<file path="src/rtl/fsg_pkg.sv">
package fsg_pkg;
  localparam int unsigned FSG_SLOT_W      = 6;
  localparam int unsigned FSG_BIT_W       = 3;
  localparam int unsigned FSG_CH_PER_DIR  = 4;

  // Which frame counter times the receive-side strobes.
  typedef enum logic {SRC_TX = 1'b0, SRC_RX = 1'b1} cnt_src_e;

  function automatic cnt_src_e rx_source(input logic shared);
    return shared ? SRC_TX : SRC_RX;
  endfunction
endpackage

</file>
<file path="src/rtl/fsg_frame_counter.sv">
module fsg_frame_counter #(
  parameter int unsigned SLOT_W = 6,
  parameter int unsigned BIT_W  = 3
) (
  input  logic              clk,
  input  logic              rst_n,
  input  logic              sync_i,
  output logic [SLOT_W-1:0] slot_nxt_o,
  output logic              boundary_o,
  output logic              locked_nxt_o
);
  localparam logic [BIT_W-1:0]  BIT_LAST  = '1;
  localparam logic [SLOT_W-1:0] SLOT_LAST = '1;

  logic [SLOT_W-1:0] slot_q;
  logic [BIT_W-1:0]  bit_q, bit_nxt;
  logic              locked_q;

  always_comb begin
    if (sync_i) begin
      slot_nxt_o = '0;
      bit_nxt    = '0;
    end else if (bit_q == BIT_LAST) begin
      slot_nxt_o = slot_q + 1'b1;
      bit_nxt    = '0;
    end else begin
      slot_nxt_o = slot_q;
      bit_nxt    = bit_q + 1'b1;
    end
  end

  assign boundary_o   = (bit_nxt == '0);
  assign locked_nxt_o = locked_q | sync_i;

  always_ff @(posedge clk or negedge rst_n) begin
    if (!rst_n) begin
      slot_q   <= SLOT_LAST;
      bit_q    <= BIT_LAST;
      locked_q <= 1'b0;
    end else begin
      slot_q   <= slot_nxt_o;
      bit_q    <= bit_nxt;
      locked_q <= locked_nxt_o;
    end
  end

  // a sampled sync restarts the frame at slot 0, bit 0
  a_r2_restart: assert property (@(posedge clk) disable iff (!rst_n)
    sync_i |=> (slot_q == '0 && bit_q == '0 && locked_q));

  // slot 63 rolls over to slot 0
  a_r4_wrap: assert property (@(posedge clk) disable iff (!rst_n)
    (!sync_i && slot_q == SLOT_LAST && bit_q == BIT_LAST) |=> (slot_q == '0 && bit_q == '0));

  // inside a slot the bit count advances and the slot holds
  a_r3_bit_step: assert property (@(posedge clk) disable iff (!rst_n)
    (!sync_i && bit_q != BIT_LAST) |=> (bit_q == $past(bit_q) + 1'b1 && $stable(slot_q)));
endmodule

</file>
<file path="src/rtl/fsg_slot_match.sv">
module fsg_slot_match #(
  parameter int unsigned SLOT_W = 6
) (
  input  logic              clk,
  input  logic              rst_n,
  input  logic              boundary_i,
  input  logic              locked_i,
  input  logic [SLOT_W-1:0] slot_i,
  input  logic [SLOT_W-1:0] tgt_slot_i,
  input  logic              en_i,
  output logic              fs_o
);
  logic hit;

  assign hit = locked_i && en_i && (tgt_slot_i == slot_i);

  always_ff @(posedge clk or negedge rst_n) begin
    if (!rst_n)          fs_o <= 1'b0;
    else if (boundary_i) fs_o <= hit;
  end

  // the strobe only moves at a slot boundary
  a_r10_hold: assert property (@(posedge clk) disable iff (!rst_n)
    !boundary_i |=> $stable(fs_o));

  // a disabled entry never raises its strobe
  a_r5_disabled: assert property (@(posedge clk) disable iff (!rst_n)
    (boundary_i && !en_i) |=> !fs_o);

  // no strobe before the timing counter has seen a sync
  a_r1_unlocked: assert property (@(posedge clk) disable iff (!rst_n)
    (boundary_i && !locked_i) |=> !fs_o);
endmodule

</file>
<file path="src/rtl/fsg_top.sv">
module fsg_top
  import fsg_pkg::*;
#(
  parameter int unsigned SLOT_W     = FSG_SLOT_W,
  parameter int unsigned BIT_W      = FSG_BIT_W,
  parameter int unsigned CH_PER_DIR = FSG_CH_PER_DIR
) (
  input  logic                               clk,
  input  logic                               rst_n,
  input  logic                               mode_shared,
  input  logic                               tx_sync,
  input  logic                               rx_sync,
  input  logic [2*CH_PER_DIR*SLOT_W-1:0]     slot_tbl,
  input  logic [2*CH_PER_DIR-1:0]            slot_en,
  output logic [CH_PER_DIR-1:0]              tx_fs,
  output logic [CH_PER_DIR-1:0]              rx_fs,
  output logic                               tx_active_n
);
  localparam int unsigned NUM_OUT = 2 * CH_PER_DIR;
  localparam int unsigned NUM_DIR = 2;

  logic [NUM_DIR-1:0]    dir_sync;
  logic [SLOT_W-1:0]     dir_slot   [NUM_DIR];
  logic [NUM_DIR-1:0]    dir_bound;
  logic [NUM_DIR-1:0]    dir_locked;

  logic [SLOT_W-1:0]     rx_slot;
  logic                  rx_bound;
  logic                  rx_locked;
  logic [NUM_OUT-1:0]    fs_all;
  cnt_src_e              rx_src;

  // In shared mode the receive counter is left without syncs.
  assign dir_sync[0] = tx_sync;
  assign dir_sync[1] = rx_sync & ~mode_shared;

  for (genvar d = 0; d < NUM_DIR; d++) begin : g_dir
    fsg_frame_counter #(.SLOT_W(SLOT_W), .BIT_W(BIT_W)) u_cnt (
      .clk          (clk),
      .rst_n        (rst_n),
      .sync_i       (dir_sync[d]),
      .slot_nxt_o   (dir_slot[d]),
      .boundary_o   (dir_bound[d]),
      .locked_nxt_o (dir_locked[d])
    );
  end

  assign rx_src = rx_source(mode_shared);

  always_comb begin
    if (rx_src == SRC_TX) begin
      rx_slot   = dir_slot[0];
      rx_bound  = dir_bound[0];
      rx_locked = dir_locked[0];
    end else begin
      rx_slot   = dir_slot[1];
      rx_bound  = dir_bound[1];
      rx_locked = dir_locked[1];
    end
  end

  for (genvar k = 0; k < NUM_OUT; k++) begin : g_out
    if (k < CH_PER_DIR) begin : g_tx
      fsg_slot_match #(.SLOT_W(SLOT_W)) u_match (
        .clk        (clk),
        .rst_n      (rst_n),
        .boundary_i (dir_bound[0]),
        .locked_i   (dir_locked[0]),
        .slot_i     (dir_slot[0]),
        .tgt_slot_i (slot_tbl[k*SLOT_W +: SLOT_W]),
        .en_i       (slot_en[k]),
        .fs_o       (fs_all[k])
      );
    end else begin : g_rx
      fsg_slot_match #(.SLOT_W(SLOT_W)) u_match (
        .clk        (clk),
        .rst_n      (rst_n),
        .boundary_i (rx_bound),
        .locked_i   (rx_locked),
        .slot_i     (rx_slot),
        .tgt_slot_i (slot_tbl[k*SLOT_W +: SLOT_W]),
        .en_i       (slot_en[k]),
        .fs_o       (fs_all[k])
      );
    end
  end

  assign tx_fs       = fs_all[CH_PER_DIR-1:0];
  assign rx_fs       = fs_all[NUM_OUT-1:CH_PER_DIR];
  assign tx_active_n = ~(|tx_fs);

  // shared mode with a tx sync restarts receive strobes on the tx frame
  a_r8_shared_restart: assert property (@(posedge clk) disable iff (!rst_n)
    (mode_shared && tx_sync && slot_en[CH_PER_DIR] && slot_tbl[CH_PER_DIR*SLOT_W +: SLOT_W] == '0)
      |=> rx_fs[0]);

  // tx sync with entry 0 on slot 0 gives tx strobe 0 in the next period
  a_r2_tx_slot0: assert property (@(posedge clk) disable iff (!rst_n)
    (tx_sync && slot_en[0] && slot_tbl[SLOT_W-1:0] == '0) |=> (tx_fs[0] && !tx_active_n));
endmodule

</file>
<file path="config.mk">
export PLATFORM = sky130hd
export DESIGN_NAME = fsg_top
export DESIGN_NICKNAME = d
export VERILOG_FILES = /design/src/rtl/fsg_pkg.sv /design/src/rtl/fsg_frame_counter.sv /design/src/rtl/fsg_slot_match.sv /design/src/rtl/fsg_top.sv
export SDC_FILE = /design/constraint.sdc
export NUM_CORES = 1
export LEC_CHECK = 0
export CAP_MARGIN = 20
export CORE_MARGIN = 5
export CORE_UTILIZATION = 46
export DETAILED_ROUTE_END_ITERATION = 7
export GPL_TIMING_DRIVEN = 0
export HOLD_SLACK_MARGIN = 0.03
export PLACE_DENSITY_LB_ADDON = 0.1
export SLEW_MARGIN = 20
export SYNTH_ARGS = -nofsm -noshare
export SYNTH_HDL_FRONTEND = slang
export SYNTH_SLANG_ARGS = --single-unit
</file>
<file path="constraint.sdc">
create_clock -name clk -period 2.7 [get_ports clk]
set_input_delay 0.675 -clock clk [delete_from_list [all_inputs] [get_ports clk]]
set_output_delay 0.675 -clock clk [all_outputs]
set_load 0.05 [all_outputs]
</file>
Word level (Yosys, flattened, before mapping)
Index checks and enable logic that the tools add are counted.

storage, ports and cells
  RAM bits = 0
  output and inout bits = 9
  input bits = 61
  flip-flop bits (word level) = 28
  memories = 0
  word-level logic and storage cells = 63
  bits in latches = 0
  bits in read-only memories = 0

operators by class
  mux-type cells = 11
  $add $sub $neg = 4
  magnitude comparators = 0
  divide/modulo/power cells = 0
  reductions and logical operators = 19
  shifts and indexed selects = 0
  $mul = 0
  eq/ne operators = 10
  bitwise gates (word level) = 5

operators with widths
  cell                                                            number
  6-bit equality test                                             8
  6-bit two-way mux                                               5
  1-bit logical AND                                               16
  6-bit by 1-bit adder with 6-bit output (second input constant)  2
  3-bit two-way mux                                               4
  3-bit by 1-bit adder with 3-bit output (second input constant)  2
  3-bit equality test (second input constant)                     2
  3-bit logical NOT                                               2
  4-bit OR reduction                                              1
  1-bit two-way mux                                               2
  1-bit inverter                                                  2
  1-bit OR                                                        2
  1-bit bitwise AND                                               1

Logic depth before layout (Yosys ltp)
Gate-level depths: netlist of the first run.

  depth after elaboration = 6
  gate-level depth with buffers = 9
  depth with buffers taken out = 8

Hierarchy
Synthesis of the first run repeated with hierarchy kept, for this count alone.

second synthesis, totals
  cells, all modules = 173
  area total of the unflattened synthesis = 1948.1 um^2

modules (own cells, without submodules)
  module             area each (um^2)  times used  sequential area each (um^2)  cells each
  fsg_frame_counter  455.4             2           261.5                        37
  fsg_slot_match     111.4             8           25.0                         11
  fsg_top            146.4             1           0.0                          11

Worst setup path after synthesis of the first run
Ideal clock, no wire load.

  path kind = register to output
  start = reg g_out[1].g_tx.u_match.fs_o
  end = out tx_active_n
  arrival = 1.934 ns
  cell stages (with the launch flop) = 2
  buffers on the path = 0
  path slack = 0.091 ns
  path through = dfrtp_1 nor4_1

between the ends
  word-level cells in the longest chain between the ends = 2

ends and longest elaborated chain
  what                    RTL line              RTL
  start, declared         fsg_slot_match.sv:11  output logic fs_o
  start signal, assigned  fsg_slot_match.sv:19  else if (boundary_i) fs_o <= hit;
  4-bit OR reduction      fsg_top.sv:90         assign tx_active_n = ~(|tx_fs);
  1-bit inverter          fsg_top.sv:90
  end, declared           fsg_top.sv:17         output logic tx_active_n

No other way between the ends.

Worst setup path in the final report of the first run
Ends and elaborated chain as after synthesis.

==> results.sh, run 1 <==
export IMPL_vdd_ir_drop_max_mv=0.176
export IMPL_seqCellArea_um2=723
export IMPL_port_buffer_count=69
export IMPL_finalHoldViolCount=0
export IMPL_die_h_um=76.3
export IMPL_ant_nets=0
export IMPL_post_cts_buffers=0
export IMPL_synth_xor_area_frac=0.259
export IMPL_netlist_area_mm2=0.00202
export IMPL_slowest_stage="clkdlybuf4s50_1"
export IMPL_finalSetupTns_ps=0
export IMPL_ctsResizeCount=0
export IMPL_internal_power_uw=748
export IMPL_grt_pass1_wl_um=7710
export IMPL_p_seq_frac=0.471
export IMPL_drv_cap=0
export IMPL_path_class="reg -> out"
export IMPL_slew_viol_final=0
export IMPL_status="completed"
export IMPL_syn_nets=255
export IMPL_drive_gt1_frac=0.222
export IMPL_yosys_warnings=0
export IMPL_yosysSeqAreaShare=0.358
export IMPL_routed_wl_um=4630
export IMPL_synth_adder_area_share=0.0372
export IMPL_area_delta_synth_final_pct=39.4
export IMPL_place_ws_ps=-3.47
export IMPL_p_comb_frac=0.295
export IMPL_dp_hpwl_um=3840
export IMPL_crit_path_end_kind="output pin"
export IMPL_startpoint_type="flop"
export IMPL_layout_nets=329
export IMPL_die_w_um=76.3
export IMPL_cp_required_ps=2030
export IMPL_min_period_ps=2550
export IMPL_synthFlopType="dfstp_2"
export IMPL_grt_pass1_vias=1666
export IMPL_yosysTopAreaCellShare=0.234
export IMPL_synthTopCellsByArea="dfstp_2 23%, xor2_1 14%, dfrtp_1 12%"
export IMPL_cts_path_max_buffers=2
export IMPL_grt_overflow=0
export IMPL_power_density_mw_per_mm2=369
export IMPL_fin_crit_sh=0.945
export IMPL_p_sw_uw=291
export IMPL_dp_cells=309
export IMPL_numCtsBuffers=3
export IMPL_crit_family="buffers and inverters"
export IMPL_p_sw_frac=0.280
export IMPL_cts_sinks=28
export IMPL_worstPathCellList="nor4_1 -> clkdlybuf4s50_1"
export IMPL_drc=0
export IMPL_drtIter0Drc=64
export IMPL_avgRoutedWirePerCell_um=14.8
export IMPL_highest_layer="met4"
export IMPL_wl_met3_um=281
export IMPL_fillers=371
export IMPL_max_slew_worst_pin_slew_ps=623
export IMPL_async_reset_ff_frac=1.00
export IMPL_core_mm2=0.00429
export IMPL_critPathMaxFanout=3
export IMPL_relSlewSlack=0.585
export IMPL_holdCritPathClass="in -> async"
export IMPL_synthTopCellsByCount="32 x xor2_1, 24 x xnor2_1, 18 x dfstp_2"
export IMPL_start_util=0.470
export IMPL_layout_cells_non_filler=313
export IMPL_gp_congestion=0.792
export IMPL_clock_latency_ps=280
export IMPL_hold_buffers=0
export IMPL_synth_top_family_by_area="XOR/XNOR gates"
export IMPL_cp_num_cells=2
export IMPL_cp_data_arrival_time_ps=1880
export IMPL_dr_pass1_iters=4
export IMPL_grt_usage=0.162
export IMPL_htree_levels=1
export IMPL_finalWorstSetupSlack_ps=149
export IMPL_p_leak_uw=0.00109
export IMPL_grt_max_degree=29
export IMPL_synth_top_area_cell="dfstp_2"
export IMPL_synth_simple_gate_area_share=0.164
export IMPL_wl_met1_um=1830
export IMPL_antenna_found_initial=0
export IMPL_vias=1608
export IMPL_finalSetupViolations=0
export IMPL_skew_ps=6.04
export IMPL_core_rowCount=24
export IMPL_cts_tree="built"
export IMPL_syn_inst=188
export IMPL_synth_cell_type_count=34
export IMPL_syn_avg_cell_area_um2=10.7
export IMPL_grt_setup_unrepaired="no"
export IMPL_cpPeakStageDelay_ps=870
export IMPL_viasPerCell=5.14
export IMPL_clkTransAtPathRegs_ps=100
export IMPL_wl_met2_um=2460
export IMPL_multi_input_area_mm2=0.00119
export IMPL_synth_compound_area_frac=0.108
export IMPL_yosysMostFrequentCell="xor2_1"
export IMPL_synthMuxAreaShare=0.0223
export IMPL_synth_edff_count=0
export IMPL_ys_seq_elements=28
export IMPL_die_area_mm2=0.00581
export IMPL_worst_path_buf_inv=1
export IMPL_p_clk_frac=0.234
export IMPL_fmax_mhz=392
export IMPL_n_antenna_cell=0
export IMPL_rr_worst_depth=9
export IMPL_ios=70
export IMPL_root_buffer="clkbuf_8"
cells in the final DEF (no fill, tap or decap), drive strengths merged:
cell and instances:
inv 2, nor3 5, nor2 21, o41ai 5
clkbuf 5, buf 13, dfrtp 10, nor2b 3
nand2 9, xor2 32, nand2b 2, o22ai 5
a32o 3, mux2i 2, nor3b 2, or2b 1
o2bb2ai 1, nor4 1, dfstp 18, nand4 9
a21oi 5, or2 3, xnor2 26, o22a 1
nand4b 3, ha 6, clkdlybuf4s50 68
power by group through the flow:
stage | Sequential (uW) | Clock (uW) | Combinational [uW]
3_3_place_gp | 494 | 0 | 305
5_1_grt | 493 | 268 | 337
4_1_cts | 491 | 252 | 311
6_report | 489 | 243 | 306
3_5_place_dp | 498 | 0 | 309
2_1_floorplan | 491 | 0 | 171
sequential cells by signal, summed over array words and instances, names as in the netlist:
name,cells
g_out.g_rx.u_match.fs_o,4
g_out.g_tx.u_match.fs_o,4
g_dir.u_cnt.locked_q,2
g_dir.u_cnt.bit_q,6
g_dir.u_cnt.slot_q,12
metrics by stage:
step	cell area [um^2]	total power (uW)	utilization	hold slack, ps
2_1_floorplan	2020	663	-	379
3_3_place_gp	2780	799	0.646	456
3_5_place_dp	2770	807	0.645	473
4_1_cts	2820	1050	0.656	420
5_1_grt	2820	1100	0.656	467
6_report	2820	1040	0.656	404
final cells by class:
cell class / count / share of cell area
clock buffer: 4 / 0.0160
buffer: 13 / 0.0342
inverter: 2 / 0.00267
tap: 52 / 0.0231
sequential: 28 / 0.257
multi-input combinational: 145 / 0.424
timing repair buffer: 69 / 0.244
metal layers:
metal	global-route usage	vias to the layer above
li1	-	787
met1	0.184	762
met2	0.297	53
met3	0.0366	6
met4	0.0507	0
met5	0	-
path summary, 6_finish.rpt:
kind                                       startpoint                          to  slack, ps
setup / recovery           g_out[1].g_tx.u_match.fs_o                 tx_active_n        150
hold / removal                                  rst_n  g_out[6].g_rx.u_match.fs_o        400
setup reg to reg              g_dir[0].u_cnt.bit_q[0]  g_out[4].g_rx.u_match.fs_o        400
hold reg to reg            g_out[6].g_rx.u_match.fs_o  g_out[6].g_rx.u_match.fs_o        490
max in group asynchronous                       rst_n     g_dir[0].u_cnt.locked_q       1890
min in group clk           g_out[6].g_rx.u_match.fs_o  g_out[6].g_rx.u_match.fs_o        490
kinds of logic after synthesis:
| family | after synthesis |
|---|---|
| multiplexers | 2 |
| XOR/XNOR | 58 |
| flip-flops | 28 |
| buffers and inverters | 15 |
| AND/OR/NAND/NOR | 59 |
| AO/OA/AOI/OAI | 20 |
| adder cells (fa/ha/maj) | 6 |
worst register-to-register path: stages (launching register included):
cell	delay, ps
dfstp_2	560
ha_1	150
ha_1	150
buf_6	140
mux2i_4	300
o22ai_4	130
xor2_1	160
nor2_1	160
nand4_1	130
o41ai_2	320
Note: power is estimated with default switching activity, not from simulation.
==> inputs of run 2 (changes only) <==
ABC_CLOCK_PERIOD_IN_PS = 2700   (was default)
CORE_MARGIN = default   (was 5)
==> run 2 against run 1 <==
Combinational power is 2% higher. Sequential share of layout area decreased by 0.068 points. Die area is 20% lower. Cell count shrank 0.64%. Global-route usage rose by 4.7 points. First-iteration DRC count fell by 33%. Critical path type unchanged. Wire length down 2.9%. Cell area grew 0.27%. Largest cell class unchanged.
==> results.sh, run 2 (synthesized netlist as in run 1, its figures left out) <==
export IMPL_status="completed"
export IMPL_clock_latency_ps=280
export IMPL_fmax_mhz=399
export IMPL_die_h_um=68.3
export IMPL_p_sw_frac=0.272
export IMPL_seqCellArea_um2=723
export IMPL_drive_gt1_frac=0.226
export IMPL_slew_viol_final=0
export IMPL_rrSetupSlack_ps=310
export IMPL_grt_setup_unrepaired="no"
export IMPL_dp_cells=307
export IMPL_dp_hpwl_um=3640
export IMPL_routed_wl_um=4500
export IMPL_min_period_ps=2500
export IMPL_layout_commonest_cell="clkdlybuf4s50_1"
export IMPL_finalSetupTns_ps=0
export IMPL_internal_power_uw=774
export IMPL_cp_required_ps=2030
export IMPL_viasPerCell=5.02
export IMPL_gp_congestion=0.719
export IMPL_relSlewSlack=0.581
export IMPL_drv_cap=0
export IMPL_layout_common_cells="68 x clkdlybuf4s50_1, 32 x xor2_1, 24 x xnor2_1, 18 x dfstp_2, 14 x nor2_1"
export IMPL_hold_buffers=0
export IMPL_grt_overflow=0
export IMPL_post_cts_buffers=0
export IMPL_cp_data_arrival_time_ps=1830
export IMPL_core_rowCount=23
export IMPL_start_util=0.491
export IMPL_p_leak_uw=0.00109
export IMPL_fin_crit_sh=0.927
export IMPL_die_area_mm2=0.00466
export IMPL_r2r_end="g_out[7].g_rx.u_match.fs_o"
export IMPL_ctsResizeCount=0
export IMPL_drc=0
export IMPL_p_sw_uw=290
export IMPL_startpoint_type="flop"
export IMPL_cts_sinks=28
export IMPL_cts_tree="built"
export IMPL_layout_cells_non_filler=311
export IMPL_ios=70
export IMPL_ant_nets=0
export IMPL_worst_path_buf_inv=1
export IMPL_clkTransAtPathRegs_ps=90
export IMPL_layout_nets=329
export IMPL_regToRegStartpoint="g_dir[0].u_cnt.bit_q[0]"
export IMPL_grt_pass1_wl_um=7010
export IMPL_rr_worst_depth=9
export IMPL_crit_family="buffers and inverters"
export IMPL_fillers=348
export IMPL_numCtsBuffers=3
export IMPL_worstPathCellList="nor4_1 -> clkdlybuf4s50_1"
export IMPL_path_class="reg -> out"
export IMPL_top_register="g_dir.u_cnt.slot_q"
export IMPL_antenna_found_initial=0
export IMPL_cpPeakStageDelay_ps=860
export IMPL_core_mm2=0.00412
export IMPL_largest_reg_flops=12
export IMPL_avgRoutedWirePerCell_um=14.5
export IMPL_grt_pass1_vias=1536
export IMPL_cts_path_max_buffers=2
export IMPL_htree_levels=1
export IMPL_holdCritPathClass="in -> async"
export IMPL_vias=1561
export IMPL_finalHoldViolCount=0
export IMPL_p_seq_frac=0.460
export IMPL_power_density_mw_per_mm2=377
export IMPL_crit_path_end_kind="output pin"
export IMPL_die_w_um=68.3
export IMPL_p_comb_frac=0.293
export IMPL_grt_usage=0.209
export IMPL_p_clk_frac=0.247
export IMPL_slowest_stage="clkdlybuf4s50_1"
export IMPL_area_delta_synth_final_pct=39.8
export IMPL_top_regs="g_dir.u_cnt.slot_q (12), g_dir.u_cnt.bit_q (6)"
export IMPL_vdd_ir_drop_max_mv=0.260
export IMPL_critPathMaxFanout=3
export IMPL_n_antenna_cell=0
export IMPL_multi_input_area_mm2=0.00119
export IMPL_skew_ps=1.93
export IMPL_port_buffer_count=69
export IMPL_max_slew_worst_pin_slew_ps=629
export IMPL_root_buffer="clkbuf_8"
export IMPL_finalSetupViolations=0
export IMPL_dr_pass1_iters=4
export IMPL_grt_max_degree=29
export IMPL_drtIter0Drc=43
[run 2: routing by layer]
| metal | track usage | wire length, um | up-vias |
|---|---|---|---|
| met5 | 0 | 0 | - |
| met4 | 0.0443 | 25 | 0 |
| met3 | 0.0483 | 246 | 2 |
| met2 | 0.391 | 2390 | 56 |
| met1 | 0.239 | 1830 | 721 |
| li1 | - | - | 782 |
[run 2: final cells by class]
| type | count | area share |
|---|---|---|
| Multi-Input combinational cell | 145 | 0.422 |
| Sequential cell | 28 | 0.256 |
| Timing Repair Buffer | 69 | 0.243 |
| Buffer | 13 | 0.0341 |
| Tap cell | 50 | 0.0222 |
| Clock buffer | 4 | 0.0195 |
| Inverter | 2 | 0.00266 |
[run 2: how the worst max path moves through the flow]
stage / from / to / slack [ps] / cells past startpoint
6_report: g_out[0].g_tx.u_match.fs_o / tx_active_n / 200 / 2
3_5_place_dp: mode_shared / g_out[7].g_rx.u_match.fs_o / -60 / 8
4_1_cts: g_out[0].g_tx.u_match.fs_o / tx_active_n / 190 / 2
3_3_place_gp: tx_sync / g_out[7].g_rx.u_match.fs_o / -40 / 7
5_1_grt: g_dir[0].u_cnt.bit_q[0] / g_out[7].g_rx.u_match.fs_o / 80 / 9
2_1_floorplan: g_out[1].g_tx.u_match.fs_o / tx_active_n / 90 / 1
[run 2: per-stage QoR]
| step | power [uW] | setup WS (ps) | util | hold WS [ps] | cell area [um^2] |
|---|---|---|---|---|---|
| 2_1_floorplan | 663 | 90.5 | - | 379 | 2020 |
| 3_3_place_gp | 799 | -38.7 | 0.674 | 451 | 2770 |
| 3_5_place_dp | 810 | -63.2 | 0.673 | 457 | 2770 |
| 4_1_cts | 1070 | 194 | 0.686 | 422 | 2820 |
| 5_1_grt | 1120 | 82.2 | 0.686 | 438 | 2820 |
| 6_report | 1060 | 196 | 0.686 | 402 | 2820 |
[run 2: power by group through the flow]
stage	Clock [uW]	Sequential, uW	Combinational, uW
2_1_floorplan	0	491	171
4_1_cts	269	489	315
3_5_place_dp	0	497	314
5_1_grt	283	494	347
6_report	262	490	312
3_3_place_gp	0	494	305
==> inputs of run 3 (changes only) <==
GPL_ROUTABILITY_DRIVEN = 0   (was default)
==> results of run 3 <==
Same layout as run 2: the final DEF is identical, and so are final timing and power.
